<file path="config.mk">
export PLATFORM = sky130hd
export DESIGN_NAME = uart_frac_rx
export DESIGN_NICKNAME = d
export VERILOG_FILES = /design/src/rtl/uart_frac_rx_pkg.sv /design/src/rtl/uart_frac_tick.sv /design/src/rtl/uart_line_sync.sv /design/src/rtl/uart_rx_frame.sv /design/src/rtl/uart_frac_rx.sv
export SDC_FILE = /design/constraint.sdc
export NUM_CORES = 1
export LEC_CHECK = 0
export ABC_AREA = 0
export BUFFER_PORTS_ARGS = -buffer_cell sky130_fd_sc_hd__buf_2
export CAP_MARGIN = 5
export CORE_UTILIZATION = 30
export DETAILED_ROUTE_END_ITERATION = 6
export MAX_ROUTING_LAYER = met4
export SYNTH_ARGS = -nofsm -noshare
export SYNTH_HDL_FRONTEND = slang
export SYNTH_SLANG_ARGS = --single-unit
</file>
<file path="constraint.sdc">
create_clock -name clk -period 2.7 [get_ports clk]
set_input_delay 0.27 -clock clk [delete_from_list [all_inputs] [get_ports clk]]
set_output_delay 0.27 -clock clk [all_outputs]
set_load 0.005 [all_outputs]
</file>
<file path="src/rtl/uart_frac_rx_pkg.sv">
package uart_frac_rx_pkg;

    localparam int DATA_W   = 8;
    localparam int OS_RATE  = 16;
    localparam int ACC_W    = 32;
    localparam int MIN_BITS = DATA_W - 3;

    typedef enum logic [2:0] {
        RX_IDLE,
        RX_START,
        RX_DATA,
        RX_PARITY,
        RX_STOP,
        RX_RECOVER
    } rx_state_t;

    typedef struct packed {
        logic [1:0] width_code;
        logic       parity_en;
    } rx_cfg_t;

    function automatic int bits_of(input logic [1:0] code);
        return MIN_BITS + int'(code);
    endfunction

endpackage

</file>
<file path="src/rtl/uart_frac_tick.sv">
module uart_frac_tick #(
    parameter int ACC_W = 32
) (
    input  logic             clk,
    input  logic             rst,
    input  logic [ACC_W-1:0] inc,
    output logic             tick
);
    logic [ACC_W-1:0] acc;

    always_ff @(posedge clk) begin
        if (rst) begin
            acc  <= '0;
            tick <= 1'b0;
        end else begin
            {tick, acc} <= {1'b0, acc} + {1'b0, inc};
        end
    end
endmodule

</file>
<file path="src/rtl/uart_line_sync.sv">
module uart_line_sync #(
    parameter int STAGES = 2
) (
    input  logic clk,
    input  logic rst,
    input  logic din,
    output logic dout
);
    logic [STAGES-1:0] pipe;

    always_ff @(posedge clk) begin
        if (rst) pipe <= '1;
        else     pipe <= {pipe[STAGES-2:0], din};
    end

    assign dout = pipe[STAGES-1];
endmodule

</file>
<file path="src/rtl/uart_rx_frame.sv">
module uart_rx_frame
    import uart_frac_rx_pkg::*;
#(
    parameter int DW = DATA_W,
    parameter int OS = OS_RATE
) (
    input  logic          clk,
    input  logic          rst,
    input  logic          tick,
    input  logic          rxd,
    input  rx_cfg_t       cfg,
    output logic [DW-1:0] data,
    output logic          valid,
    output logic          ferr
);
    localparam int CNT_W = $clog2(OS);
    localparam int BIT_W = $clog2(DW);
    localparam logic [CNT_W-1:0] LAST_TICK = CNT_W'(OS - 1);
    localparam logic [CNT_W-1:0] MID_TICK  = CNT_W'(OS / 2 - 1);

    rx_state_t        state;
    logic [CNT_W-1:0] cnt;
    logic [BIT_W-1:0] bitn;
    logic [DW-1:0]    shreg;
    logic [BIT_W-1:0] last_bit;
    logic [DW-1:0]    aligned;

    always_comb begin
        last_bit = BIT_W'(bits_of(cfg.width_code) - 1);
        aligned  = shreg >> (DW - bits_of(cfg.width_code));
    end

    always_ff @(posedge clk) begin
        if (rst) begin
            state <= RX_IDLE;
            cnt   <= '0;
            bitn  <= '0;
            shreg <= '0;
            data  <= '0;
            valid <= 1'b0;
            ferr  <= 1'b0;
        end else begin
            valid <= 1'b0;
            ferr  <= 1'b0;
            case (state)
                RX_IDLE: begin
                    cnt  <= '0;
                    bitn <= '0;
                    if (!rxd) state <= RX_START;
                end
                RX_START: if (tick) begin
                    if (cnt == MID_TICK) begin
                        cnt   <= '0;
                        state <= rxd ? RX_IDLE : RX_DATA;
                    end else begin
                        cnt <= cnt + 1'b1;
                    end
                end
                RX_DATA: if (tick) begin
                    if (cnt == LAST_TICK) begin
                        cnt   <= '0;
                        shreg <= {rxd, shreg[DW-1:1]};
                        if (bitn == last_bit) begin
                            bitn  <= '0;
                            state <= cfg.parity_en ? RX_PARITY : RX_STOP;
                        end else begin
                            bitn <= bitn + 1'b1;
                        end
                    end else begin
                        cnt <= cnt + 1'b1;
                    end
                end
                RX_PARITY: if (tick) begin
                    if (cnt == LAST_TICK) begin
                        cnt   <= '0;
                        state <= RX_STOP;
                    end else begin
                        cnt <= cnt + 1'b1;
                    end
                end
                RX_STOP: if (tick) begin
                    if (cnt == LAST_TICK) begin
                        cnt <= '0;
                        if (rxd) begin
                            valid <= 1'b1;
                            data  <= aligned;
                            state <= RX_IDLE;
                        end else begin
                            ferr  <= 1'b1;
                            state <= RX_RECOVER;
                        end
                    end else begin
                        cnt <= cnt + 1'b1;
                    end
                end
                RX_RECOVER: begin
                    if (!rxd) begin
                        cnt <= '0;
                    end else if (tick) begin
                        if (cnt == LAST_TICK) begin
                            cnt   <= '0;
                            state <= RX_IDLE;
                        end else begin
                            cnt <= cnt + 1'b1;
                        end
                    end
                end
                default: state <= RX_IDLE;
            endcase
        end
    end
endmodule

</file>
<file path="src/rtl/uart_frac_rx.sv">
module uart_frac_rx
    import uart_frac_rx_pkg::*;
(
    input  logic              clk,
    input  logic              rst,
    input  logic              rx_line,
    input  logic [ACC_W-1:0]  phase_inc,
    input  logic [1:0]        cfg_width,
    input  logic              cfg_parity,
    output logic [DATA_W-1:0] rx_data,
    output logic              rx_valid,
    output logic              frame_err
);
    logic    base_tick;
    logic    line_s;
    rx_cfg_t cfg;

    assign cfg = '{width_code: cfg_width, parity_en: cfg_parity};

    uart_frac_tick #(.ACC_W(ACC_W)) i_tick (
        .clk (clk),
        .rst (rst),
        .inc (phase_inc),
        .tick(base_tick)
    );

    uart_line_sync #(.STAGES(2)) i_sync (
        .clk (clk),
        .rst (rst),
        .din (rx_line),
        .dout(line_s)
    );

    uart_rx_frame #(.DW(DATA_W), .OS(OS_RATE)) i_frame (
        .clk  (clk),
        .rst  (rst),
        .tick (base_tick),
        .rxd  (line_s),
        .cfg  (cfg),
        .data (rx_data),
        .valid(rx_valid),
        .ferr (frame_err)
    );
endmodule

</file>
==> flow_metrics.env, run 1 <==
export IMPL_grt_pass1_wl_mm=16.4
export IMPL_die_y_um=120
export IMPL_worstPathCellList="ha_1, fa_1, a21oi_1, o211ai_1, a21boi_1, o211a_1, a41o_1, o311ai_1"
export IMPL_synth_distinct_cells=60
export IMPL_finalClockSkew_ps=6.38
export IMPL_dieArea_um2=14400
export IMPL_crit_required_ps=2930
export IMPL_finalSetupTns_ps=0
export IMPL_finalWorstSetupSlack_ps=153
export IMPL_grt_usage_pct=14.4
export IMPL_port_buffers=47
export IMPL_cts_buffer_depth=2
export IMPL_dp_hpwl_mm=7.32
export IMPL_fillers=1422
export IMPL_cp_max_fo=5
export IMPL_min_path_cells=2
export IMPL_hold_viol=0
export IMPL_min_delay_start="rx_line"
export IMPL_firstDrtPassIters=4
export IMPL_hold_buffers=0
export IMPL_ioPinCount=48
export IMPL_drt_wl_total_mm=9.72
export IMPL_syn_nets=587
export IMPL_worstMarginPinSlew_ps=845
export IMPL_overflow=0
export IMPL_async_reset_ff_share_pct=0
export IMPL_cts_buffers_inserted=9
export IMPL_route_detailed_drc=0
export IMPL_dr_first_iter_drc_count=306
export IMPL_finalSetupViolations=0
export IMPL_start_util_pct=31.1
export IMPL_power_mw=4.64
export IMPL_power_leakage_nw=1.98
export IMPL_ys_seq_area_share_pct=30.1
export IMPL_drv_cap=0
export IMPL_ys_top_cells_by_area="dfxtp_1, ha_1, a21oi_1, nor2_1, nand2_1"
export IMPL_ant_nets=0
export IMPL_rsz0062_at_grt="false"
export IMPL_min_to="i_sync.pipe[0]"
export IMPL_yosys_area_top_type="dfxtp_1"
export IMPL_netlist_area_um2=4190
export IMPL_synth_seq_cells=63
export IMPL_syn_to_final_growth_pct=16.8
export IMPL_post_route_min_period_ps=2550
export IMPL_coreArea_um2=13500
export IMPL_clkLatencyLatePin_ps=330
export IMPL_rows=42
export IMPL_synth_top_cell_area_share_pct=30.1
export IMPL_wl_per_cell_um=13.3
export IMPL_fin_area_um2=4890
export IMPL_nets=624
export IMPL_crit_type="reg2reg"
export IMPL_die_w_um=120
export IMPL_synthCells=513
export IMPL_postCtsSetupRepairBufs=0
export IMPL_antenna_found_initial=0
export IMPL_yosys_warnings=0
export IMPL_period_share_pct=94.3
export IMPL_r2r_start="i_tick.acc[0]"
export IMPL_peakVddDrop_uv=317
export IMPL_synth_edf_count=0
export IMPL_gp_congestion=0.846
export IMPL_rrSetupSlack_ps=150
export IMPL_cts_sinks=63
export IMPL_avgSynthCellArea_um2=8.17
export IMPL_crit_path_top_delay_cell="fa_1"
export IMPL_post_dp_cell_area_um2=4580
export IMPL_dp_slack_ps=99.8
export IMPL_antenna_cells=0
export IMPL_critPathArrivalTime_ps=2780
export IMPL_drive_above_1_share_pct=15.9
export IMPL_avgViaCountPerCell=5.16
export IMPL_htreeDepth=3
export IMPL_max_freq_mhz=393
export IMPL_cts_tree="yes"
export IMPL_grt_max_degree=47
export IMPL_powerDensity_nw_per_um2=949
export IMPL_via_count=3774
export IMPL_critPathMaxStageDelay_ps=400
export IMPL_critPathBufInv=0
export IMPL_r2r_worst_path_cells=8
export IMPL_run_status="finished, final reports clean"
export IMPL_worstSetupStartpointType="flop"
export IMPL_crit_family="compound AO/OA/AOI/OAI gates"
export IMPL_clkSlewWorstSetupHoldPaths_ps=60
export IMPL_first_global_vias=3577
export IMPL_end_kind="flop"
export IMPL_synth_ff_type="dfxtp_1"
export IMPL_cts_root_buf="clkbuf_16"
export IMPL_slew_violations=0
export IMPL_reg2reg_to="i_tick.acc[26]"
export IMPL_maxSlewHeadroom_pct=43.7
export IMPL_hp_class="in2reg"
[where the power goes]
part / internal (mW) / switching (mW)
registers: 1.14 / 0.0738
logic: 0.955 / 1.28
clock network: 0.742 / 0.442
[repair_timing]
action,4_1_cts,5_1_grt
hold endpoints to repair,0,0
setup endpoints to repair,0,1
resized for setup,0,1
[worst max-delay path by stage]
| stage | start | to | slack (ps) | depth (start not counted) |
|---|---|---|---|---|
| floorplan | phase_inc[0] | i_tick.acc[26] | 460 | 8 |
| global placement | phase_inc[0] | i_tick.acc[22] | 130 | 10 |
| detailed placement | phase_inc[0] | i_tick.acc[26] | 100 | 9 |
| CTS | i_tick.acc[0] | i_tick.acc[26] | 190 | 8 |
| global route | i_tick.acc[7] | i_tick.tick | 10 | 8 |
| finish | i_tick.acc[0] | i_tick.acc[26] | 150 | 8 |
[sequential cells by signal (all words and copies together), names as in the netlist]
name           cells
i_frame.bitn       3
i_frame.cnt        4
i_frame.data       8
i_frame.ferr       1
i_frame.shreg      8
i_frame.state      3
i_frame.valid      1
i_sync.pipe        2
i_tick.acc        32
i_tick.tick        1
[per-layer routing]
layer	track usage, %	up-vias	wire length (µm)
met4	4.69	0	84
li1	-	1940	-
met3	2.74	8	289
met5	-	-	0
met2	22.8	61	4580
met1	18.3	1765	4770
[worst reg2reg max path, cell delays in order, from the launching register on]
cell and delay (ps):
dfxtp_1 300, ha_1 200, fa_1 400, a21oi_1 250
o211ai_1 190, a21boi_1 210, o211a_1 290, a41o_1 340
o311ai_1 280
[synthesized netlist by cell type, types with 4 or more instances]
master,count
a211oi_1,7
a21o_1,11
a21oi_1,52
a31oi_1,8
and2_1,8
and3_1,8
buf_2,6
clkbuf_1,18
dfxtp_1,63
ha_1,35
inv_1,5
mux2i_1,14
mux4_2,5
nand2_1,38
nand2b_1,6
nand3_1,15
nor2_1,67
nor2b_1,11
nor3_1,7
nor3b_1,4
o211ai_1,11
o21a_1,4
o21ai_0,22
o21bai_1,4
or3_1,6
xnor2_1,16
xor2_1,9
[area by class of cell]
class	count	area [µm²]	area share (%)
Multi-Input combinational cell	418	2800	57.3
Sequential cell	63	1260	25.8
Timing Repair Buffer	53	280	5.73
Clock buffer	10	239	4.88
Tap cell	176	220	4.50
Clock inverter	6	70.1	1.43
Inverter	5	18.8	0.384
[metrics by stage]
step                      hold WS [ps]  std cells  utilization [%]
after floorplan                    374        513                -
after global routing               121        731             36.4
after CTS                          119        731             36.4
final                              131        731             36.4
after global placement             404        715             34.1
after detailed placement           402        715             34.1
[kinds of logic after synthesis]
logic type,after synthesis,share of synthesized area (%)
xor gates and xnor gates,25,5.23
adders and majority gates,36,10.9
and+or+nand+nor,189,21.9
DFF,63,30.1
muxes,23,7.11
AOI/OAI and AO/OA,145,21.6
buffers and inverters,32,3.16
[cells in the final DEF (no fill, tap or decap), types with 4 or more instances in the layout]
master	instances
inv_1	5
o21ai_0	22
a21oi_1	52
o211ai_1	11
nor2_1	67
buf_2	47
nor3_1	7
o21a_1	4
a31oi_1	8
mux4_2	5
nor2b_1	11
ha_1	35
nand2b_1	6
or3_1	6
nand3_1	15
o21bai_1	4
nor3b_1	4
a211oi_1	7
and3_1	8
dfxtp_1	63
nand2_1	38
xnor2_1	16
clkbuf_16	9
buf_4	6
and2_1	8
a21o_1	11
xor2_1	9
mux2i_1	14
(Power assumes the default switching activity.)
==> inputs of run 2 (changes only) <==
Settings changed: CELL_PAD_IN_SITES_DETAIL_PLACEMENT from default to 1, CELL_PAD_IN_SITES_GLOBAL_PLACEMENT from default to 1, CORE_UTILIZATION 30 to 40, PLACE_DENSITY_LB_ADDON from default to 0.1.
==> run 2 against run 1 <==
  * Fmax up 2.1%
  * Register-to-register slack gained 50 ps
  * Clock power is 32% lower
  * Combinational power is 4% higher
  * Global-route usage rose by 7.0 points
  * Design area shrank 3.0%
  * Clock-buffer cell count unchanged
  * Setup slack gained 51 ps
  * Total power fell by 6.1%
  * Sequential power about the same
  * Critical path type unchanged
  * Highest routed layer unchanged
==> flow_metrics.env, run 2 (synthesized netlist as in run 1, its figures left out) <==
export IMPL_via_count=3846
export IMPL_die_y_um=104
export IMPL_multi_input_area_um2=2810
export IMPL_route_detailed_drc=0
export IMPL_clkLatencyLatePin_ps=360
export IMPL_postCtsSetupRepairBufs=0
export IMPL_finalClockSkew_ps=10.4
export IMPL_critPathArrivalTime_ps=2760
export IMPL_powerDensity_nw_per_um2=918
export IMPL_finalSetupViolations=0
export IMPL_start_util_pct=42.1
export IMPL_hold_buffers=0
export IMPL_run_status="finished, final reports clean"
export IMPL_die_w_um=104
export IMPL_layout_commonest_cell="nor2_1"
export IMPL_peakVddDrop_uv=418
export IMPL_dr_first_iter_drc_count=133
export IMPL_syn_to_final_growth_pct=13.3
export IMPL_antenna_cells=0
export IMPL_dp_slack_ps=24.3
export IMPL_routed_top_layer="met4"
export IMPL_avgViaCountPerCell=5.56
export IMPL_final_cell_mix="nor2_1, dfxtp_1, a21oi_1"
export IMPL_cts_sinks=63
export IMPL_maxSlewHeadroom_pct=41.8
export IMPL_rrSetupSlack_ps=200
export IMPL_coreArea_um2=9950
export IMPL_gp_congestion=0.822
export IMPL_power_leakage_nw=1.94
export IMPL_dp_hpwl_mm=8.17
export IMPL_rows=36
export IMPL_fillers=1235
export IMPL_rsz0062_at_grt="false"
export IMPL_slew_violations=0
export IMPL_post_dp_cell_area_um2=4560
export IMPL_wl_met2_mm=5.24
export IMPL_seq_area_um2=1260
export IMPL_port_buffers=47
export IMPL_worstSetupStartpointType="flop"
export IMPL_wl_per_cell_um=15.7
export IMPL_first_global_vias=3928
export IMPL_dieArea_um2=10900
export IMPL_clkSlewWorstSetupHoldPaths_ps=80
export IMPL_top_regs="i_tick.acc (32), i_frame.data (8), i_frame.shreg (8)"
export IMPL_period_share_pct=92.4
export IMPL_cts_buffers_inserted=9
export IMPL_grt_usage_pct=21.4
export IMPL_drt_wl_total_mm=10.9
export IMPL_hold_viol=0
export IMPL_ant_nets=0
export IMPL_nets=628
export IMPL_finalSetupTns_ps=0
export IMPL_cp_max_fo=5
export IMPL_htreeDepth=3
export IMPL_drv_cap=0
export IMPL_drive_above_1_share_pct=16.6
export IMPL_cts_root_buf="clkbuf_8"
export IMPL_cts_buffer_depth=2
export IMPL_wl_met1_mm=5.16
export IMPL_finalWorstSetupSlack_ps=205
export IMPL_worstMarginPinSlew_ps=873
export IMPL_firstDrtPassIters=4
export IMPL_cts_tree="yes"
export IMPL_post_route_min_period_ps=2500
export IMPL_hp_class="in2reg"
export IMPL_ioPinCount=48
export IMPL_grt_max_degree=47
export IMPL_crit_required_ps=2970
export IMPL_top_register="i_tick.acc"
export IMPL_power_mw=4.36
export IMPL_crit_type="reg2reg"
export IMPL_grt_pass1_wl_mm=18.3
export IMPL_overflow=0
export IMPL_max_freq_mhz=401
export IMPL_wl_met3_um=255
export IMPL_fin_area_um2=4750
export IMPL_antenna_found_initial=0
export IMPL_end_kind="flop"
export IMPL_largest_register_ffs=32
-- run 2: area by class of cell --
type,count,area share [%]
Clock buffer,10,2.90
Tap cell,133,3.51
Clock inverter,6,0.949
Multi-Input combinational cell,418,59.1
Inverter,5,0.395
Timing Repair Buffer,57,6.54
Sequential cell,63,26.6
-- run 2: worst paths after layout --
check | from | endpoint | cells after the start
max reg2reg | i_tick.acc[0] | i_tick.acc[26] | 8
min reg2reg | i_sync.pipe[0] | i_sync.pipe[1] | 1
max | i_tick.acc[0] | i_tick.acc[26] | 8
min | rx_line | i_sync.pipe[0] | 2
-- run 2: per-layer routing --
layer,GRT usage [%],vias to the layer above
li1,-,1934
met5,-,-
met1,26.3,1840
met3,2.76,16
met2,35.1,56
met4,8.98,0
-- run 2: worst max-delay path, cell delays in order, from the launching register on --
cell and delay [ps]:
dfxtp_1 310, ha_1 210, fa_1 430, a21oi_2 210, o211ai_1 170, a21boi_1 200, o211a_1 260, a41o_1 320
o311ai_1 300
-- run 2: what timing repair did --
| action | in CTS | in global routing |
|---|---|---|
| resized for setup | 0 | 1 |
| endpoints found under the hold margin | 0 | 0 |
| setup endpoints to repair | 0 | 1 |
-- run 2: report_power, final --
part	switching, mW	leakage (nW)	internal (mW)
combinational	1.36	1.34	0.982
sequential	0.0742	0.517	1.14
clock	0.440	0.0849	0.361
-- run 2: stage by stage --
step,hold WS [ps],instances,utilization (%)
4_1_cts,100,692,47.6
3_5_place_dp,399,676,45.8
3_3_place_gp,397,676,45.8
5_1_grt,107,692,47.7
6_report,104,692,47.7
2_1_floorplan,374,513,-
==> inputs of run 3 (changes only) <==
Settings changed: CORE_ASPECT_RATIO from default to 2.
==> run 3 against run 2 <==
  * Via count up 2.3%
  * Critical endpoint is now i_tick.acc[22]
  * Critical path depth up 1
  * Sequential power about the same
  * Register-to-register slack worse by 40 ps
  * Clock skew down 2.8 ps
  * Largest power group unchanged
  * First-iteration DRC count down 30%
  * Design area up 2.8%
  * Setup slack worse by 42 ps
  * Non-clock buffer count unchanged
==> flow_metrics.env, run 3 (synthesized netlist as in run 1, its figures left out) <==
export IMPL_powerDensity_nw_per_um2=995
export IMPL_critPathBufInv=0
export IMPL_crit_type="reg2reg"
export IMPL_power_mw=4.86
export IMPL_final_cell_mix="nor2_1, dfxtp_1, a21oi_1"
export IMPL_fin_hold_ws_ps=124
export IMPL_critPathMaxStageDelay_ps=410
export IMPL_cts_buffer_depth=2
export IMPL_rsz0062_at_grt="false"
export IMPL_drt_wl_total_mm=11.9
export IMPL_hold_viol=0
export IMPL_peakVddDrop_uv=479
export IMPL_top_register="i_tick.acc"
export IMPL_die_y_um=147
export IMPL_clkLatencyLatePin_ps=340
export IMPL_drive_above_1_share_pct=16.3
export IMPL_worstPathCellList="ha_1, fa_1, a21oi_1, o211ai_1, a21boi_1, o211a_1, a41o_1, xnor2_1, nor2_1"
export IMPL_cp_endpoint="i_tick.acc[22]"
export IMPL_gp_congestion=0.830
export IMPL_via_count=3934
export IMPL_grt_pass1_wl_mm=19.4
export IMPL_startpoint="i_tick.acc[0]"
export IMPL_end_kind="flop"
export IMPL_seq_area_um2=1260
export IMPL_nets=628
export IMPL_firstDrtPassIters=4
export IMPL_top_regs="i_tick.acc (32), i_frame.data (8), i_frame.shreg (8)"
export IMPL_grt_max_degree=46
export IMPL_rrSetupSlack_ps=160
export IMPL_fillers=1284
export IMPL_cts_sinks=63
export IMPL_worstMarginPinSlew_ps=874
export IMPL_postCtsSetupRepairBufs=0
export IMPL_ant_nets=0
export IMPL_dp_slack_ps=108
export IMPL_first_global_vias=4206
export IMPL_dp_hpwl_mm=9.14
export IMPL_post_route_min_period_ps=2540
export IMPL_die_w_um=74.4
export IMPL_rows=52
export IMPL_largest_register_ffs=32
export IMPL_crit_family="compound AO/OA/AOI/OAI gates"
export IMPL_dieArea_um2=10900
export IMPL_syn_to_final_growth_pct=16.4
export IMPL_crit_path_top_delay_cell="fa_1"
export IMPL_overflow=0
export IMPL_cts_root_buf="clkbuf_16"
export IMPL_layout_commonest_cell="nor2_1"
export IMPL_slew_violations=0
export IMPL_max_freq_mhz=394
export IMPL_r2r_start="i_tick.acc[0]"
export IMPL_avgViaCountPerCell=5.67
export IMPL_finalWorstSetupSlack_ps=163
export IMPL_cp_num_cells=9
export IMPL_multi_input_area_um2=2800
export IMPL_start_util_pct=41.3
export IMPL_post_dp_cell_area_um2=4560
export IMPL_critPathArrivalTime_ps=2720
export IMPL_hp_class="in2reg"
export IMPL_period_share_pct=94.0
export IMPL_fin_area_um2=4880
export IMPL_dr_first_iter_drc_count=93
export IMPL_power_leakage_nw=2.01
export IMPL_wl_per_cell_um=17.1
export IMPL_crit_required_ps=2890
export IMPL_grt_usage_pct=23.7
export IMPL_r2r_worst_path_cells=9
export IMPL_reg2reg_to="i_tick.acc[22]"
export IMPL_cts_tree="yes"
export IMPL_antenna_cells=0
export IMPL_route_detailed_drc=0
export IMPL_clkSlewWorstSetupHoldPaths_ps=60
export IMPL_run_status="finished, final reports clean"
export IMPL_ioPinCount=48
export IMPL_port_buffers=47
export IMPL_finalSetupViolations=0
export IMPL_finalClockSkew_ps=7.65
export IMPL_finalSetupTns_ps=0
export IMPL_worstSetupStartpointType="flop"
export IMPL_cts_buffers_inserted=9
export IMPL_coreArea_um2=10100
export IMPL_drv_cap=0
export IMPL_antenna_found_initial=0
export IMPL_htreeDepth=3
export IMPL_maxSlewHeadroom_pct=41.7
export IMPL_cp_max_fo=5
## run 3: layout make-up
class / instances / share of cell area, %
multi-input cells: 418 / 57.5
repair buffers: 57 / 6.36
inverters: 5 / 0.385
flip-flops and latches: 63 / 25.9
clock inverters: 6 / 1.74
clock buffers: 10 / 4.69
well taps: 135 / 3.46
## run 3: per-stage QoR
step | utilization, % | instances
6_report | 48.1 | 694
4_1_cts | 48.0 | 694
5_1_grt | 48.1 | 694
3_5_place_dp | 44.9 | 678
2_1_floorplan | - | 513
3_3_place_gp | 44.9 | 678
## run 3: how the worst min path moves through the flow
stage	from	to	slack (ps)	depth (start not counted)
final	rx_line	i_sync.pipe[0]	120	2
after global routing	rx_line	i_sync.pipe[0]	130	2
after CTS	rx_line	i_sync.pipe[0]	120	2
after detailed placement	i_sync.pipe[0]	i_sync.pipe[1]	410	1
after global placement	i_sync.pipe[0]	i_sync.pipe[1]	400	1
after floorplan	rx_line	i_sync.pipe[0]	370	1
## run 3: layer usage
metal / up-vias / wire length, µm / GRT usage (%)
li1: 1936 / - / -
met1: 1922 / 4320 / 22.0
met2: 49 / 6980 / 45.2
met3: 27 / 212 / 3.29
met4: 0 / 347 / 10.6
met5: - / 0 / -
## run 3: power by group
group	switching, mW	internal, mW
logic	1.39	0.989
registers	0.0800	1.15
clock network	0.445	0.805
## run 3: timing repair
item / 4_1_cts / 5_1_grt
endpoints found under the setup margin: 0 / 1
resized for setup: 0 / 1
hold buffers: 0 / 0
